File: src/rtl/sdh_irq_pkg.sv
package sdh_irq_pkg;
  localparam int DATA_W = 8;
  localparam int ADDR_W = 3;

  localparam logic [ADDR_W-1:0] A_STAT0 = 3'd0;
  localparam logic [ADDR_W-1:0] A_STAT1 = 3'd1;
  localparam logic [ADDR_W-1:0] A_MASK0 = 3'd2;
  localparam logic [ADDR_W-1:0] A_MASK1 = 3'd3;
  localparam logic [ADDR_W-1:0] A_CFG   = 3'd4;

  // configuration byte fields
  localparam int CF_GATE    = 0;
  localparam int CF_SEL_PIN = 1;
  localparam int CF_SEL_D3  = 2;
  localparam int CF_CD_INV  = 3;
  localparam int CF_PW_INV  = 4;
  localparam int CF_PW_OFF  = 5;

  // status A positions
  localparam int S0_WP    = 1;
  localparam int S0_D3    = 2;
  localparam int S0_PIN   = 3;
  localparam int S0_MBLK  = 4;
  localparam int S0_BLK   = 5;
  localparam int S0_CHG   = 6;
  localparam int S0_INS   = 7;

  localparam logic [DATA_W-1:0] STICKY0 = 8'hF0;
  localparam logic [DATA_W-1:0] STICKY1 = 8'hFF;
  localparam logic [DATA_W-1:0] EN0_IMPL = 8'hF0;
  localparam logic [DATA_W-1:0] EN1_IMPL = 8'hFE;
  localparam logic [DATA_W-1:0] CFG_IMPL = 8'h3F;

  // next sticky value: clear by ones, set wins
  function automatic logic [DATA_W-1:0] w1c_next(
    input logic [DATA_W-1:0] cur, input logic [DATA_W-1:0] set,
    input logic [DATA_W-1:0] clr);
    return (cur & ~clr) | set;
  endfunction

  function automatic logic any_pending(
    input logic [DATA_W-1:0] s0, input logic [DATA_W-1:0] e0,
    input logic [DATA_W-1:0] s1, input logic [DATA_W-1:0] e1);
    return |((s0 & e0 & EN0_IMPL) | (s1 & e1 & EN1_IMPL));
  endfunction

  function automatic logic present_of(input logic pin_lvl, input logic inv);
    return ~(pin_lvl ^ inv);
  endfunction

  function automatic logic power_of(input logic off_bit, input logic inv);
    return ~(off_bit ^ inv);
  endfunction
endpackage

File: src/rtl/sdh_sync.sv
module sdh_sync #(
  parameter int WIDTH  = 3,
  parameter int STAGES = 2
) (
  input  logic             clk,
  input  logic             rst_n,
  input  logic [WIDTH-1:0] d_i,
  output logic [WIDTH-1:0] q_o
);
  for (genvar b = 0; b < WIDTH; b++) begin : g_bit
    logic [STAGES-1:0] sr;
    always_ff @(posedge clk or negedge rst_n) begin
      if (!rst_n) sr <= '0;
      else        sr <= {sr[STAGES-2:0], d_i[b]};
    end
    assign q_o[b] = sr[STAGES-1];
  end

  if (STAGES == 2) begin : g_chk
    assert_sync_delay_R5: assert property (@(posedge clk) disable iff (!rst_n)
      ($past(rst_n) && $past(rst_n, 2)) |-> (q_o == $past(d_i, 2)));
  end
endmodule

File: src/rtl/sdh_w1c_bank.sv
module sdh_w1c_bank
  import sdh_irq_pkg::*;
#(
  parameter logic [DATA_W-1:0] KEEP = 8'hFF
) (
  input  logic              clk,
  input  logic              rst_n,
  input  logic [DATA_W-1:0] set_i,
  input  logic [DATA_W-1:0] clr_i,
  output logic [DATA_W-1:0] q_o
);
  logic [DATA_W-1:0] q;

  always_ff @(posedge clk or negedge rst_n) begin
    if (!rst_n) q <= '0;
    else        q <= w1c_next(q, set_i & KEEP, clr_i) & KEEP;
  end
  assign q_o = q;

  assert_set_wins_R4: assert property (@(posedge clk) disable iff (!rst_n)
    (|(set_i & KEEP)) |=> ((q & $past(set_i & KEEP)) == $past(set_i & KEEP)));
  assert_clear_R3: assert property (@(posedge clk) disable iff (!rst_n)
    (|clr_i) |=> ((q & $past(clr_i) & ~$past(set_i)) == '0));
  assert_no_self_set_R2: assert property (@(posedge clk) disable iff (!rst_n)
    (set_i == '0) |=> ((q & ~$past(q)) == '0));
endmodule

File: src/rtl/sdh_cd_edge.sv
module sdh_cd_edge (
  input  logic clk,
  input  logic rst_n,
  input  logic pin_lvl_i,
  input  logic d3_lvl_i,
  input  logic sel_pin_i,
  input  logic sel_d3_i,
  output logic chg_o,
  output logic ins_o
);
  logic pin_prev, d3_prev;
  logic pin_edge, d3_edge;

  always_ff @(posedge clk or negedge rst_n) begin
    if (!rst_n) begin
      pin_prev <= 1'b0;
      d3_prev  <= 1'b0;
    end else begin
      pin_prev <= pin_lvl_i;
      d3_prev  <= d3_lvl_i;
    end
  end

  assign pin_edge = pin_lvl_i ^ pin_prev;
  assign d3_edge  = d3_lvl_i ^ d3_prev;
  assign chg_o    = pin_edge | d3_edge;
  assign ins_o    = (pin_edge & sel_pin_i) | (d3_edge & sel_d3_i);
endmodule

File: src/rtl/sdh_irq_unit.sv
module sdh_irq_unit
  import sdh_irq_pkg::*;
#(
  parameter int SYNC_STAGES = 2
) (
  input  logic              clk,
  input  logic              rst_n,
  input  logic [ADDR_W-1:0] reg_addr,
  input  logic              reg_wr,
  input  logic [DATA_W-1:0] reg_wdata,
  output logic [DATA_W-1:0] reg_rdata,
  input  logic [DATA_W-1:0] evt_st1_i,
  input  logic [1:0]        evt_blk_i,
  input  logic              wp_in,
  input  logic              cd_dat3_in,
  input  logic              cd_gpi_in,
  output logic              irq_o,
  output logic              card_present_o,
  output logic              card_power_o
);
  localparam int PADS = 3;

  logic [PADS-1:0]   pad_s;
  logic              wp_s, d3_s, pin_s;
  logic              cd_chg, cd_ins;
  logic [DATA_W-1:0] en0_q, en1_q, cfg_q;
  logic [DATA_W-1:0] st0_q, st1_q;
  logic [DATA_W-1:0] st0_set, st0_clr, st1_clr;
  logic [DATA_W-1:0] live0;
  logic              wr_st0, wr_st1;

  sdh_sync #(.WIDTH(PADS), .STAGES(SYNC_STAGES)) i_sync (
    .clk  (clk),
    .rst_n(rst_n),
    .d_i  ({cd_gpi_in, cd_dat3_in, wp_in}),
    .q_o  (pad_s)
  );
  assign wp_s  = pad_s[0];
  assign d3_s  = pad_s[1];
  assign pin_s = pad_s[2];

  sdh_cd_edge i_edge (
    .clk      (clk),
    .rst_n    (rst_n),
    .pin_lvl_i(pin_s),
    .d3_lvl_i (d3_s),
    .sel_pin_i(cfg_q[CF_SEL_PIN]),
    .sel_d3_i (cfg_q[CF_SEL_D3]),
    .chg_o    (cd_chg),
    .ins_o    (cd_ins)
  );

  assign wr_st0  = reg_wr && (reg_addr == A_STAT0);
  assign wr_st1  = reg_wr && (reg_addr == A_STAT1);
  assign st0_clr = wr_st0 ? reg_wdata : '0;
  assign st1_clr = wr_st1 ? reg_wdata : '0;

  always_comb begin
    st0_set          = '0;
    st0_set[S0_MBLK] = evt_blk_i[0];
    st0_set[S0_BLK]  = evt_blk_i[1];
    st0_set[S0_CHG]  = cd_chg;
    st0_set[S0_INS]  = cd_ins;
  end

  sdh_w1c_bank #(.KEEP(STICKY0)) i_st0 (
    .clk(clk), .rst_n(rst_n), .set_i(st0_set), .clr_i(st0_clr), .q_o(st0_q)
  );
  sdh_w1c_bank #(.KEEP(STICKY1)) i_st1 (
    .clk(clk), .rst_n(rst_n), .set_i(evt_st1_i), .clr_i(st1_clr), .q_o(st1_q)
  );

  always_ff @(posedge clk or negedge rst_n) begin
    if (!rst_n) begin
      en0_q <= '0;
      en1_q <= '0;
      cfg_q <= '0;
    end else if (reg_wr) begin
      case (reg_addr)
        A_MASK0: en0_q <= reg_wdata & EN0_IMPL;
        A_MASK1: en1_q <= reg_wdata & EN1_IMPL;
        A_CFG:   cfg_q <= reg_wdata & CFG_IMPL;
        default: ;
      endcase
    end
  end

  always_comb begin
    live0         = '0;
    live0[S0_WP]  = wp_s;
    live0[S0_D3]  = d3_s;
    live0[S0_PIN] = pin_s;
  end

  always_comb begin
    case (reg_addr)
      A_STAT0: reg_rdata = st0_q | live0;
      A_STAT1: reg_rdata = st1_q;
      A_MASK0: reg_rdata = en0_q;
      A_MASK1: reg_rdata = en1_q;
      A_CFG:   reg_rdata = cfg_q;
      default: reg_rdata = '0;
    endcase
  end

  assign irq_o          = cfg_q[CF_GATE] & any_pending(st0_q, en0_q, st1_q, en1_q);
  assign card_present_o = present_of(pin_s, cfg_q[CF_CD_INV]);
  assign card_power_o   = power_of(cfg_q[CF_PW_OFF], cfg_q[CF_PW_INV]);

  assert_irq_hold_R11: assert property (@(posedge clk) disable iff (!rst_n)
    $fell(irq_o) |-> $past(reg_wr));
  assert_insert_flag_R8: assert property (@(posedge clk) disable iff (!rst_n)
    cd_ins |=> st0_q[S0_INS]);
  assert_sdio_silent_R7: assert property (@(posedge clk) disable iff (!rst_n)
    $rose(irq_o) |-> ((st1_q & ~8'h01) != '0 || st0_q != '0));
endmodule

File: config.mk
export PLATFORM = sky130hd
export DESIGN_NAME = sdh_irq_unit
export DESIGN_NICKNAME = d
export VERILOG_FILES = /design/src/rtl/sdh_irq_pkg.sv /design/src/rtl/sdh_sync.sv /design/src/rtl/sdh_w1c_bank.sv /design/src/rtl/sdh_cd_edge.sv /design/src/rtl/sdh_irq_unit.sv
export SDC_FILE = /design/constraint.sdc
export NUM_CORES = 1
export LEC_CHECK = 0
export BUFFER_PORTS_ARGS = -buffer_cell sky130_fd_sc_hd__clkbuf_2
export CORE_ASPECT_RATIO = 0.7
export CORE_MARGIN = 5
export CORE_UTILIZATION = 40
export DETAILED_ROUTE_END_ITERATION = 8
export GPL_TIMING_DRIVEN = 0
export PLACE_DENSITY = 0.71
export SETUP_SLACK_MARGIN = 0.5
export SLEW_MARGIN = 25
export SYNTH_ARGS = -nofsm -noshare
export SYNTH_HDL_FRONTEND = slang
export SYNTH_SLANG_ARGS = --single-unit
File: constraint.sdc
create_clock -name clk -period 1.4 [get_ports clk]
set_input_delay 0.21 -clock clk [delete_from_list [all_inputs] [get_ports clk]]
set_output_delay 0.21 -clock clk [all_outputs]
set_load 0.02 [all_outputs]
==> results of run 1 <==
==> path summary, 6_finish.rpt <==
| path | startpoint | to | slack (ns) | cells past startpoint |
|---|---|---|---|---|
| setup / recovery | en1_q[6]$_DFFE_PN0P_ | reg_rdata[6] | -0.25 | 3 |
| hold / removal | rst_n | i_sync.g_bit[2].sr[0]$_DFF_PN0_ | 0.02 | 1 |
| setup reg to reg | i_sync.g_bit[2].sr[1]$_DFF_PN0_ | i_st0.q_o[7]$_DFF_PN0_ | 0.24 | 3 |
| hold reg to reg | i_sync.g_bit[0].sr[0]$_DFF_PN0_ | i_sync.g_bit[0].sr[1]$_DFF_PN0_ | 0.35 | 0 |
| max in group asynchronous | rst_n | i_sync.g_bit[2].sr[1]$_DFF_PN0_ | 0.82 | 1 |
| min in group clk | wp_in | i_sync.g_bit[0].sr[0]$_DFF_PN0_ | 0.02 | 1 |
==> layout make-up <==
type	instances	area share [%]
multi-input combinational	85	37.5
sequential	37	34.3
timing repair buffer	55	17.9
buffer	6	3.98
clock buffer	7	3.56
tap	55	2.54
clock inverter	1	0.185
==> placed cells by master, fill, tap and decap left out, types with 4 or more instances in the layout <==
| master | n |
|---|---|
| nor2b_4 | 4 |
| buf_4 | 12 |
| buf_8 | 4 |
| a21o_1 | 10 |
| nand2_1 | 9 |
| buf_6 | 11 |
| dfrtp_1 | 36 |
| clkbuf_8 | 12 |
| a22oi_2 | 5 |
| clkbuf_2 | 21 |
| mux2_4 | 17 |
| a22oi_1 | 4 |
==> power breakdown <==
part           leakage [µW]  total (µW)  switching, µW  internal [µW]
clock network     0.0000542         823            379            445
registers          0.000404        1330            130           1200
logic              0.000743         874            327            548
==> routing by layer <==
layer / up-vias / wire length [µm] / track usage, %
li1: 600 / - / -
met1: 652 / 2190 / 22.7
met2: 42 / 1970 / 23.3
met3: 8 / 297 / 5.76
met4: 0 / 68 / 5.95
met5: - / 0 / 0
==> flip-flops by register name, summed over array words and instances (netlist names) <==
name / count
i_sync.g_bit.sr: 6
cfg_q: 6
i_edge.d3_prev: 1
en0_q: 4
i_st0.q_o: 4
i_edge.pin_prev: 1
en1_q: 7
i_st1.q_o: 8
==> through the flow <==
step	setup TNS, ns	cell area (µm²)	utilization [%]
after global routing	-1.73	2710	63.2
after detailed placement	-1.22	2190	51.3
after CTS	-1.54	2500	58.4
after floorplan	0	1950	-
final	-1.31	2710	63.2
after global placement	-0.914	2190	51.3
==> repair_timing <==
action | in CTS | in global routing
setup buffers | 7 | 12
pin swaps | 18 | 11
endpoints found under the setup margin | 38 | 33
resized for setup | 32 | 32
==> logic make-up (layout without fill, tap and decap cells) <==
family	count (synthesis)	after routing	synth area share (%)
buffers and inverters	6	69	2.37
AND/OR/NAND/NOR	25	25	10.1
AO/OA/AOI/OAI	32	32	14.4
XOR/XNOR	4	4	2.01
flip-flops	37	37	53.0
multiplexers	24	24	18.1
==> worst max-delay path, delay by kind of cell, from the launching register on <==
kind	cells	cell delay, ns
and+or+nand+nor	1	0.14
DFF	1	0.40
muxes	1	0.48
buffers and inverters	1	0.12
==> summary.md, run 1 <==
| Metric | Value |
|---|---|
| Post-synthesis cell count | `approximately 130` |
| CTS H-tree depth | `2` |
| Crit path cell chain | `mux4_2, nor2b_4, buf_8` |
| Cts hold-fix bufs | `0` |
| CP max-delay cell | `mux4_2` |
| Sink Count | `37` |
| Via count of the first global-routing pass | `1338` |
| Effective utilization at floorplan | `between 40% and 50%` |
| Minimum clock period | `between 1.5 and 2 ns` |
| Fmax | `between 600 and 700 MHz` |
| Setup violators final | `8` |
| Synth unique cells | `30` |
| Wirelength, routed | `approximately 4500 µm` |
| Leak | `approximately 0.0012 µW` |
| 1st-pass router iterations | `4` |
| CTS tree | `yes` |
| RSZ-0062 raised after global routing | `true` |
| Syn Nets | `~160` |
| Routed wire length per instance | `18.4 µm` |
| CP Capture Type | `output port` |
| Total grt overflow | `0` |
| Crit start category | `register` |
| Top FF cell, synth | `dfrtp_1` |
| Clock skew | `~0.0012 ns` |
| Top cell type's share of synthesized area | `between 50% and 60%` |
| CTS max path bufs | `2` |
| Max_cap viols | `0` |
| Slew at the pin with the worst max-slew slack | `0.837 ns` |
| Final Slew Violations | `0` |
| Vias per cell | `~5.3` |
| Worst hold margin | `between 0.015 and 0.02 ns` |
| Area Overhead vs Synth | `55.1%` |
| FFs w/ async S/R, synth | `100%` |
| Vias | `approximately 1300` |
| Min-Delay Path Class | `in -> async` |
| Die Y-Extent | `between 60 and 70 µm` |
| Clock root cell | `clkbuf_8` |
| Layout cell share with drive strength beyond 1 | `between 60% and 70%` |
| Arrival @ worst endpoint | `around 1.4 ns` |
| Most common cell in the netlist | `dfrtp_1` |
| Synth Area per Inst | `between 10 and 15 µm²` |
| Synth cell count leaders | `37 x dfrtp_1, 13 x mux2_2, 12 x nand2_1, 10 x a21o_1, 9 x a22oi_1` |
| Post-DRT Antenna Nets | `0` |
| Ports | `38` |
| NumNets Final | `approximately 220` |
| Main area contributors after synthesis | `dfrtp_1 53%, mux2_2 8.4%, mux2_4 5.2%, a21o_1 4.3%, a22oi_1 3.9%` |
| Post-DP HPWL | `just over 3000 µm` |
| First-pass GRT wire length | `6960 µm` |
| Core Region | `0.00428 mm²` |
| Clk pin slew, worst setup/hold paths | `around 0.07 ns` |
| Starting DRT DRC Count | `43` |
| Footprint of the multi-input gates | `between 0.001 and 0.0015 mm²` |
| Layout Cells excl Fill | `246` |
| Run status | `finished with violations` |
| Reg area | `a little over 900 µm²` |
| Ys Warns | `0` |
| GRT Total Usage | `16.3%` |
| Largest net degree at the start of global routing | `38` |
| Max_slew headroom | `between 40 and 50%` |
| Count of state elements after synthesis | `37` |
| Placed Cells | `about 220` |
| CTS buffer count | `5` |
| Pre-CTS WS | `-0.244 ns` |
| Worst-Skew Late Latency | `between 0.2 and 0.3 ns` |
| Largest stage delay, worst path | `0.48 ns` |
| Fill count | `between 300 and 400` |
| Final Power | `roughly 3000 µW` |
| GPL Wtd Cong | `0.776` |
| Initial antenna violation count | `0` |
| Final worst slack | `-0.246 ns` |
| Synth area leader | `dfrtp_1` |
| Register area share after synthesis | `53.0%` |
| Worst vdd ir | `around 0.82 mV` |
| Synthesized area | `roughly 0.0017 mm²` |
| Final hold vios | `0` |
| Failing checks | `negative setup slack` |
| DIE AREA | `around 0.0058 mm²` |
| Crit-path max FO | `3` |
| Residual DRC | `0` |
| Buffers on Ports | `36` |
| EDFF count, synth | `0` |
| PwrDens | `approximately 1100 mW/mm²` |
| Tcrit/Tclk final | `118%` |
| Row count | `20` |
| ANT cells | `0` |
| Crit path required time | `~1.2 ns` |
| CP Class | `reg -> out` |
| Chip width | `approximately 89 µm` |
(Power assumes the default switching activity.)
==> inputs of run 2 (changes only) <==
--- a/config.mk
+++ b/config.mk
@@ -6,12 +6,14 @@
 export NUM_CORES = 1
 export LEC_CHECK = 0
 export BUFFER_PORTS_ARGS = -buffer_cell sky130_fd_sc_hd__clkbuf_2
+export CELL_PAD_IN_SITES_DETAIL_PLACEMENT = 0
+export CELL_PAD_IN_SITES_GLOBAL_PLACEMENT = 2
 export CORE_ASPECT_RATIO = 0.7
 export CORE_MARGIN = 5
-export CORE_UTILIZATION = 40
+export CORE_UTILIZATION = 36
 export DETAILED_ROUTE_END_ITERATION = 8
 export GPL_TIMING_DRIVEN = 0
-export PLACE_DENSITY = 0.71
+export PLACE_DENSITY = 0.87
 export SETUP_SLACK_MARGIN = 0.5
 export SLEW_MARGIN = 25
 export SYNTH_ARGS = -nofsm -noshare
==> summary.md, run 2 (synthesis gave the netlist of run 1 again) <==
| Metric | Value |
|---|---|
| Clock root cell | `clkbuf_8` |
| Effective utilization at floorplan | `36.9% (-3.9 points)` |
| Cts hold-fix bufs | `0 (unchanged)` |
| Fmax | `604 MHz (-0.53%)` |
| Setup TNS | `-1.26 ns (+0.0489 ns)` |
| GRT Total Usage | `15.4% (-0.86 points)` |
| Worst-Skew Late Latency | `0.29 ns (about the same)` |
| Run status | `finished with violations` |
| Crit path required time | `1.19 ns (about the same)` |
| NumNets Final | `213 (-1.8%)` |
| Footprint of the multi-input gates | `0.00102 mm² (+0.25%)` |
| Routed wire length per instance | `18.5 µm (+0.33%)` |
| Max_cap viols | `0 (unchanged)` |
| RSZ-0062 raised after global routing | `true` |
| Clock skew | `0.00183 ns (+0.000588 ns)` |
| Crit path cell chain | `mux4_2, nor2b_4, buf_8` |
| Row count | `21 (+5.0%)` |
| Core Region | `0.00473 mm² (+11%)` |
| Sink Count | `37 (unchanged)` |
| Final Slew Violations | `0 (unchanged)` |
| First-pass GRT wire length | `7250 µm (+4.1%)` |
| Failing checks | `negative setup slack` |
| Vias | `1271 (-2.4%)` |
| Clk pin slew, worst setup/hold paths | `0.07 ns (about the same)` |
| Area after DPL | `0.00220 mm² (+0.11%)` |
| Max_slew headroom | `44.7% (+0.52 points)` |
| Die Y-Extent | `68.3 µm (+4.6%)` |
| 1st-pass router iterations | `4 (unchanged)` |
| Reg area | `927 µm² (unchanged)` |
| Pre-CTS WS | `-0.213 ns (+0.0316 ns)` |
| Min-Delay Path Class | `in -> async` |
| Placed Cells | `221 (+0.91%)` |
| Vias per cell | `5.21 (-1.6%)` |
| Crit-path max FO | `3 (unchanged)` |
| Area Overhead vs Synth | `54.7%` |
| CP Class | `reg -> out` |
| PwrDens | `1160 mW/mm² (+4.1%)` |
| Fill count | `374 (+14%)` |
| Buf/Inv on CP | `1 (unchanged)` |
| Buffers on Ports | `36 (unchanged)` |
| Post-DRT Antenna Nets | `0 (unchanged)` |
| Crit start category | `register` |
| Most frequent cells in the layout | `36 x dfrtp_1, 22 x clkbuf_2, 17 x mux2_4` |
| Layout cell share with drive strength beyond 1 | `66.8% (+2.4 points)` |
| CP Capture Type | `output port` |
| Setup violators final | `8 (unchanged)` |
| Most common cell after layout, fill and taps aside | `dfrtp_1` |
| Final hold vios | `0 (unchanged)` |
| Starting DRT DRC Count | `61 (+42%)` |
| GPL Wtd Cong | `0.776 (unchanged)` |
| Leak | `0.00119 µW (-1.1%)` |
| Wirelength, routed | `4510 µm (-0.49%)` |
| CTS H-tree depth | `2 (unchanged)` |
| Post-DP HPWL | `3080 µm (+0.95%)` |
| Via count of the first global-routing pass | `1410 (+5.4%)` |
| Minimum clock period | `1.65 ns (+0.00874 ns)` |
| CTS max path bufs | `2 (unchanged)` |
| Largest stage delay, worst path | `0.48 ns (about the same)` |
| Chip width | `93.2 µm (+4.8%)` |
| Ports | `38 (unchanged)` |
| Worst vdd ir | `0.523 mV (-36%)` |
| Residual DRC | `0 (unchanged)` |
| Total grt overflow | `0 (unchanged)` |
| Tcrit/Tclk final | `118% (+0.62 points)` |
| Slew at the pin with the worst max-slew slack | `0.829 ns (-0.00782 ns)` |
| Largest net degree at the start of global routing | `38 (unchanged)` |
| CP max-delay cell | `mux4_2` |
| Final worst slack | `-0.254 ns (-0.00874 ns)` |
| Layout Cells excl Fill | `244 (-0.81%)` |
| CTS tree | `yes` |
| Initial antenna violation count | `0 (unchanged)` |
| Crit-path leading delay family | `multiplexers` |
| Max reg flops | `8 (unchanged)` |
| Design Area, Final | `0.00270 mm² (-0.23%)` |
| ANT cells | `0 (unchanged)` |
| DIE AREA | `0.00636 mm² (+9.6%)` |
| Arrival @ worst endpoint | `1.44 ns (about the same)` |
| CTS buffer count | `5 (unchanged)` |
## run 2: cell count changes in the layout (fill, tap and decap cells not counted), sizes merged
cell      change
clkinv        -1
clkinvlp      +1
bufinv        +1
buf           -4
clkbuf        -1
## run 2: worst paths after layout
kind                                                      start                         endpoint  slack (ns)  cells after the start
worst max-delay path                       en1_q[6]$_DFFE_PN0P_                     reg_rdata[6]       -0.25                      3
worst min-delay path                                      rst_n           i_st1.q_o[5]$_DFF_PN0_        0.02                      1
worst max register to register  i_sync.g_bit[2].sr[1]$_DFF_PN0_           i_st0.q_o[7]$_DFF_PN0_        0.26                      3
worst min register to register  i_sync.g_bit[1].sr[0]$_DFF_PN0_  i_sync.g_bit[1].sr[1]$_DFF_PN0_        0.35                      0
max in group asynchronous                                 rst_n  i_sync.g_bit[2].sr[1]$_DFF_PN0_        0.81                      1
min in group clk                                          wp_in  i_sync.g_bit[0].sr[0]$_DFF_PN0_        0.02                      1
## run 2: worst register-to-register path: cells and delay by family (launching register included)
family	cells	cell delay, ns
xor gates and xnor gates	1	0.17
buffers and inverters	1	0.13
DFF	1	0.43
AOI/OAI and AO/OA	1	0.29
## run 2: final cells by class
cell class | count | share of cell area, %
Tap cell | 57 | 2.64
Clock buffer | 6 | 3.06
Buffer | 6 | 3.99
Multi-Input combinational cell | 85 | 37.7
Sequential cell | 37 | 34.3
Clock inverter | 2 | 1.39
Timing Repair Buffer | 51 | 16.9
## run 2: per-layer routing
| metal | track usage, % | up-vias | part of all wire, % |
|---|---|---|---|
| met5 | 0 | - | 0 |
| met4 | 4.75 | 0 | 0.62 |
| met3 | 4.29 | 6 | 4.2 |
| met2 | 23.8 | 30 | 46 |
| met1 | 21.3 | 638 | 49 |
| li1 | - | 597 | - |
## run 2: per-stage QoR
stage | total power [µW] | hold slack, ns | util (%)
3_5_place_dp | 1980 | 0.321 | 46.5
3_3_place_gp | 1960 | 0.319 | 46.5
6_report | 3140 | 0.0223 | 57.1
5_1_grt | 3290 | 0.00750 | 57.1
2_1_floorplan | 1770 | -0.0856 | -
4_1_cts | 3100 | 0.0146 | 53.5
## run 2: repair_timing
| action | CTS | global route |
|---|---|---|
| pin swaps | 24 | 27 |
| endpoints found under the hold margin | 0 | 0 |
| setup endpoints to repair | 40 | 40 |
| resized for setup | 40 | 27 |
| setup buffers | 5 | 10 |
## run 2: where the power goes
part | switching, µW | internal, µW
Combinational | 325 | 527
Clock | 389 | 579
Sequential | 126 | 1200
==> inputs of run 3 (changes only) <==
--- a/config.mk
+++ b/config.mk
@@ -6,14 +6,16 @@
 export NUM_CORES = 1
 export LEC_CHECK = 0
 export BUFFER_PORTS_ARGS = -buffer_cell sky130_fd_sc_hd__clkbuf_2
-export CELL_PAD_IN_SITES_DETAIL_PLACEMENT = 0
+export CELL_PAD_IN_SITES_DETAIL_PLACEMENT = 1
 export CELL_PAD_IN_SITES_GLOBAL_PLACEMENT = 2
 export CORE_ASPECT_RATIO = 0.7
 export CORE_MARGIN = 5
 export CORE_UTILIZATION = 36
 export DETAILED_ROUTE_END_ITERATION = 8
 export GPL_TIMING_DRIVEN = 0
+export HOLD_SLACK_MARGIN = 0.15
 export PLACE_DENSITY = 0.87
+export REMOVE_ABC_BUFFERS = 1
 export SETUP_SLACK_MARGIN = 0.5
 export SLEW_MARGIN = 25
 export SYNTH_ARGS = -nofsm -noshare
==> summary.md, run 3 (synthesis gave the netlist of run 1 again) <==
| Metric | Value |
|---|---|
| CP max-delay cell | `a222oi_1` |
| Reg2reg path depth | `3 (unchanged)` |
| GRT Total Usage | `18.5% (+3.1 points)` |
| Sink Count | `37 (unchanged)` |
| Residual DRC | `0 (unchanged)` |
| Worst vdd ir | `0.515 mV (-1.5%)` |
| Arrival @ worst endpoint | `1.47 ns (+0.03 ns)` |
| Clock root cell | `clkbuf_8` |
| Worst setup path endpoint | `irq_o` |
| Starting DRT DRC Count | `56 (-8.2%)` |
| Minimum clock period | `1.68 ns (+0.0218 ns)` |
| Vias per cell | `5.37 (+3.1%)` |
| Effective utilization at floorplan | `36.9% (unchanged)` |
| Via count of the first global-routing pass | `1557 (+10%)` |
| Cell-internal power | `2030 µW (-12%)` |
| Clock skew | `0.0111 ns (+0.00924 ns)` |
| Crit path required time | `1.19 ns (about the same)` |
| Fill count | `472 (+26%)` |
| Run status | `finished with violations` |
| Failing checks | `negative setup slack` |
| Worst setup path startpoint | `i_st1.q_o[5]$_DFF_PN0_` |
| Net Sw Frac | `29.3% (+2.6 points)` |
| Worst hold margin | `0.00671 ns (-0.0155 ns)` |
| Clock share of power | `25.5% (-5.3 points)` |
| Leak | `0.00120 µW (+0.73%)` |
| Largest net degree at the start of global routing | `38 (unchanged)` |
| Wirelength, routed | `5460 µm (+21%)` |
| Sw power | `840 µW (about the same)` |
| Chip width | `93.2 µm (unchanged)` |
| Design Area, Final | `0.00265 mm² (-1.9%)` |
| FF-to-FF setup slack | `0.28 ns (+0.02 ns)` |
| Worst-Skew Late Latency | `0.29 ns (about the same)` |
| Buffers on Ports | `37 (+2.8%)` |
| Die Y-Extent | `68.3 µm (unchanged)` |
| Area after DPL | `0.00197 mm² (-10%)` |
| Most common cell after layout, fill and taps aside | `dfrtp_1` |
| First-pass GRT wire length | `8660 µm (+20%)` |
| 1st-pass router iterations | `5 (+1)` |
| Max_slew headroom | `43.0% (-1.7 points)` |
| Crit start category | `register` |
| Final hold vios | `0 (unchanged)` |
| CP Capture Type | `output port` |
| Layout cell share with drive strength beyond 1 | `56.2% (-11 points)` |
| Post-DP HPWL | `3230 µm (+4.8%)` |
| Core Region | `0.00473 mm² (unchanged)` |
| Crit-path max FO | `3 (unchanged)` |
| Max_cap viols | `0 (unchanged)` |
| Row count | `21 (unchanged)` |
| DIE AREA | `0.00636 mm² (unchanged)` |
| CP Class | `reg -> out` |
| Worst flop-to-flop path endpoint | `i_st0.q_o[7]$_DFF_PN0_` |
| PwrDens | `1080 mW/mm² (-7.0%)` |
| Clk pin slew, worst setup/hold paths | `0.08 ns (about the same)` |
| CTS buffer count | `5 (unchanged)` |
| Post-DRT Antenna Nets | `0 (unchanged)` |
| Initial antenna violation count | `0 (unchanged)` |
| Fmax | `597 MHz (-1.3%)` |
| GPL Wtd Cong | `0.805 (+3.8%)` |
| Most frequent cells in the layout | `37 x dfrtp_1, 21 x clkbuf_2, 21 x buf_4` |
| Final Slew Violations | `0 (unchanged)` |
| Crit path cell chain | `a222oi_1, a21boi_1, buf_2` |
| Max reg flops | `8 (unchanged)` |
| Seq pwr share | `46.1% (+4.0 points)` |
| RSZ-0062 raised after global routing | `true` |
| Largest stage delay, worst path | `0.43 ns (-0.05 ns)` |
| Tcrit/Tclk final | `120% (+1.6 points)` |
| Area Overhead vs Synth | `51.8%` |
| R2R Path Start | `i_sync.g_bit[2].sr[1]$_DFF_PN0_` |
| Final worst slack | `-0.276 ns (-0.0218 ns)` |
| Slew at the pin with the worst max-slew slack | `0.855 ns (+0.0257 ns)` |
| Cts hold-fix bufs | `13 (+13)` |
| Min-Delay Path Class | `in -> async` |
| Total grt overflow | `0 (unchanged)` |
| CTS H-tree depth | `2 (unchanged)` |
| ANT cells | `0 (unchanged)` |
| Finished Core Util | `56.0% (-1.1 points)` |
| CTS tree | `yes` |
| NumNets Final | `229 (+7.5%)` |
| CTS max path bufs | `2 (unchanged)` |
| Setup violators final | `8 (unchanged)` |
| Logic pwr share | `28.4% (+1.3 points)` |
| Vias | `1396 (+9.8%)` |
| Routed wire length per instance | `21.0 µm (+14%)` |
| Ports | `38 (unchanged)` |
[run 3: routing by layer]
metal / vias to the layer above / track usage, % / part of all wire (%)
met1: 712 / 23.4 / 44
li1: 631 / - / -
met2: 40 / 30.5 / 49
met3: 13 / 4.62 / 4.2
met5: - / 0 / 0
met4: 0 / 8.23 / 2.5
[run 3: timing repair]
action / in CTS / in global routing
buffers inserted: 16 / 5
setup endpoints to repair: 40 / 40
gates resized for setup: 53 / 30
hold endpoints to repair: 50 / 37
pin swaps: 26 / 12
cloned: 1 / 0
[run 3: final cells by class]
| cell class | count | area, µm² | share of cell area (%) |
|---|---|---|---|
| Sequential cell | 37 | 926 | 34.9 |
| Multi-Input combinational cell | 85 | 922 | 34.8 |
| Timing Repair Buffer | 73 | 648 | 24.5 |
| Clock buffer | 6 | 72.6 | 2.74 |
| Tap cell | 57 | 71.3 | 2.69 |
| Clock inverter | 2 | 10.0 | 0.378 |
[run 3: critical path: cells and delay by family, from the launching register on]
| kind | cells | cell delay [ns] |
|---|---|---|
| compound gates | 2 | 0.57 |
| flops | 1 | 0.42 |
| buf+inv | 1 | 0.18 |
[run 3: power groups by stage]
stage | Combinational, µW | Sequential, µW | Clock, µW
2_1_floorplan | 341 | 1290 | 0
3_3_place_gp | 511 | 1310 | 0
3_5_place_dp | 537 | 1330 | 0
4_1_cts | 743 | 1310 | 754
5_1_grt | 867 | 1340 | 791
6_report | 817 | 1320 | 732
[run 3: worst min-delay path by stage]
stage	slack [ns]	endpoint	startpoint
6_report	0.007	i_st1.q_o[5]$_DFF_PN0_	rst_n
5_1_grt	0.09	i_st1.q_o[5]$_DFF_PN0_	rst_n
3_3_place_gp	0.32	i_sync.g_bit[1].sr[0]$_DFF_PN0_	cd_dat3_in
3_5_place_dp	0.32	i_sync.g_bit[1].sr[0]$_DFF_PN0_	cd_dat3_in
2_1_floorplan	-0.09	cfg_q[0]$_DFFE_PN0P_	rst_n
4_1_cts	0.08	i_st0.q_o[4]$_DFF_PN0_	rst_n
[run 3: metrics by stage]
step / setup WS (ns) / setup TNS [ns] / total power (µW) / instances
final: -0.276 / -1.41 / 2870 / 260
after global routing: -0.301 / -1.85 / 3000 / 260
after CTS: -0.289 / -1.51 / 2810 / 255
after detailed placement: -0.431 / -7.28 / 1860 / 217
after global placement: -1.02 / -12.24 / 1820 / 216
after floorplan: 0.0766 / 0 / 1630 / 122
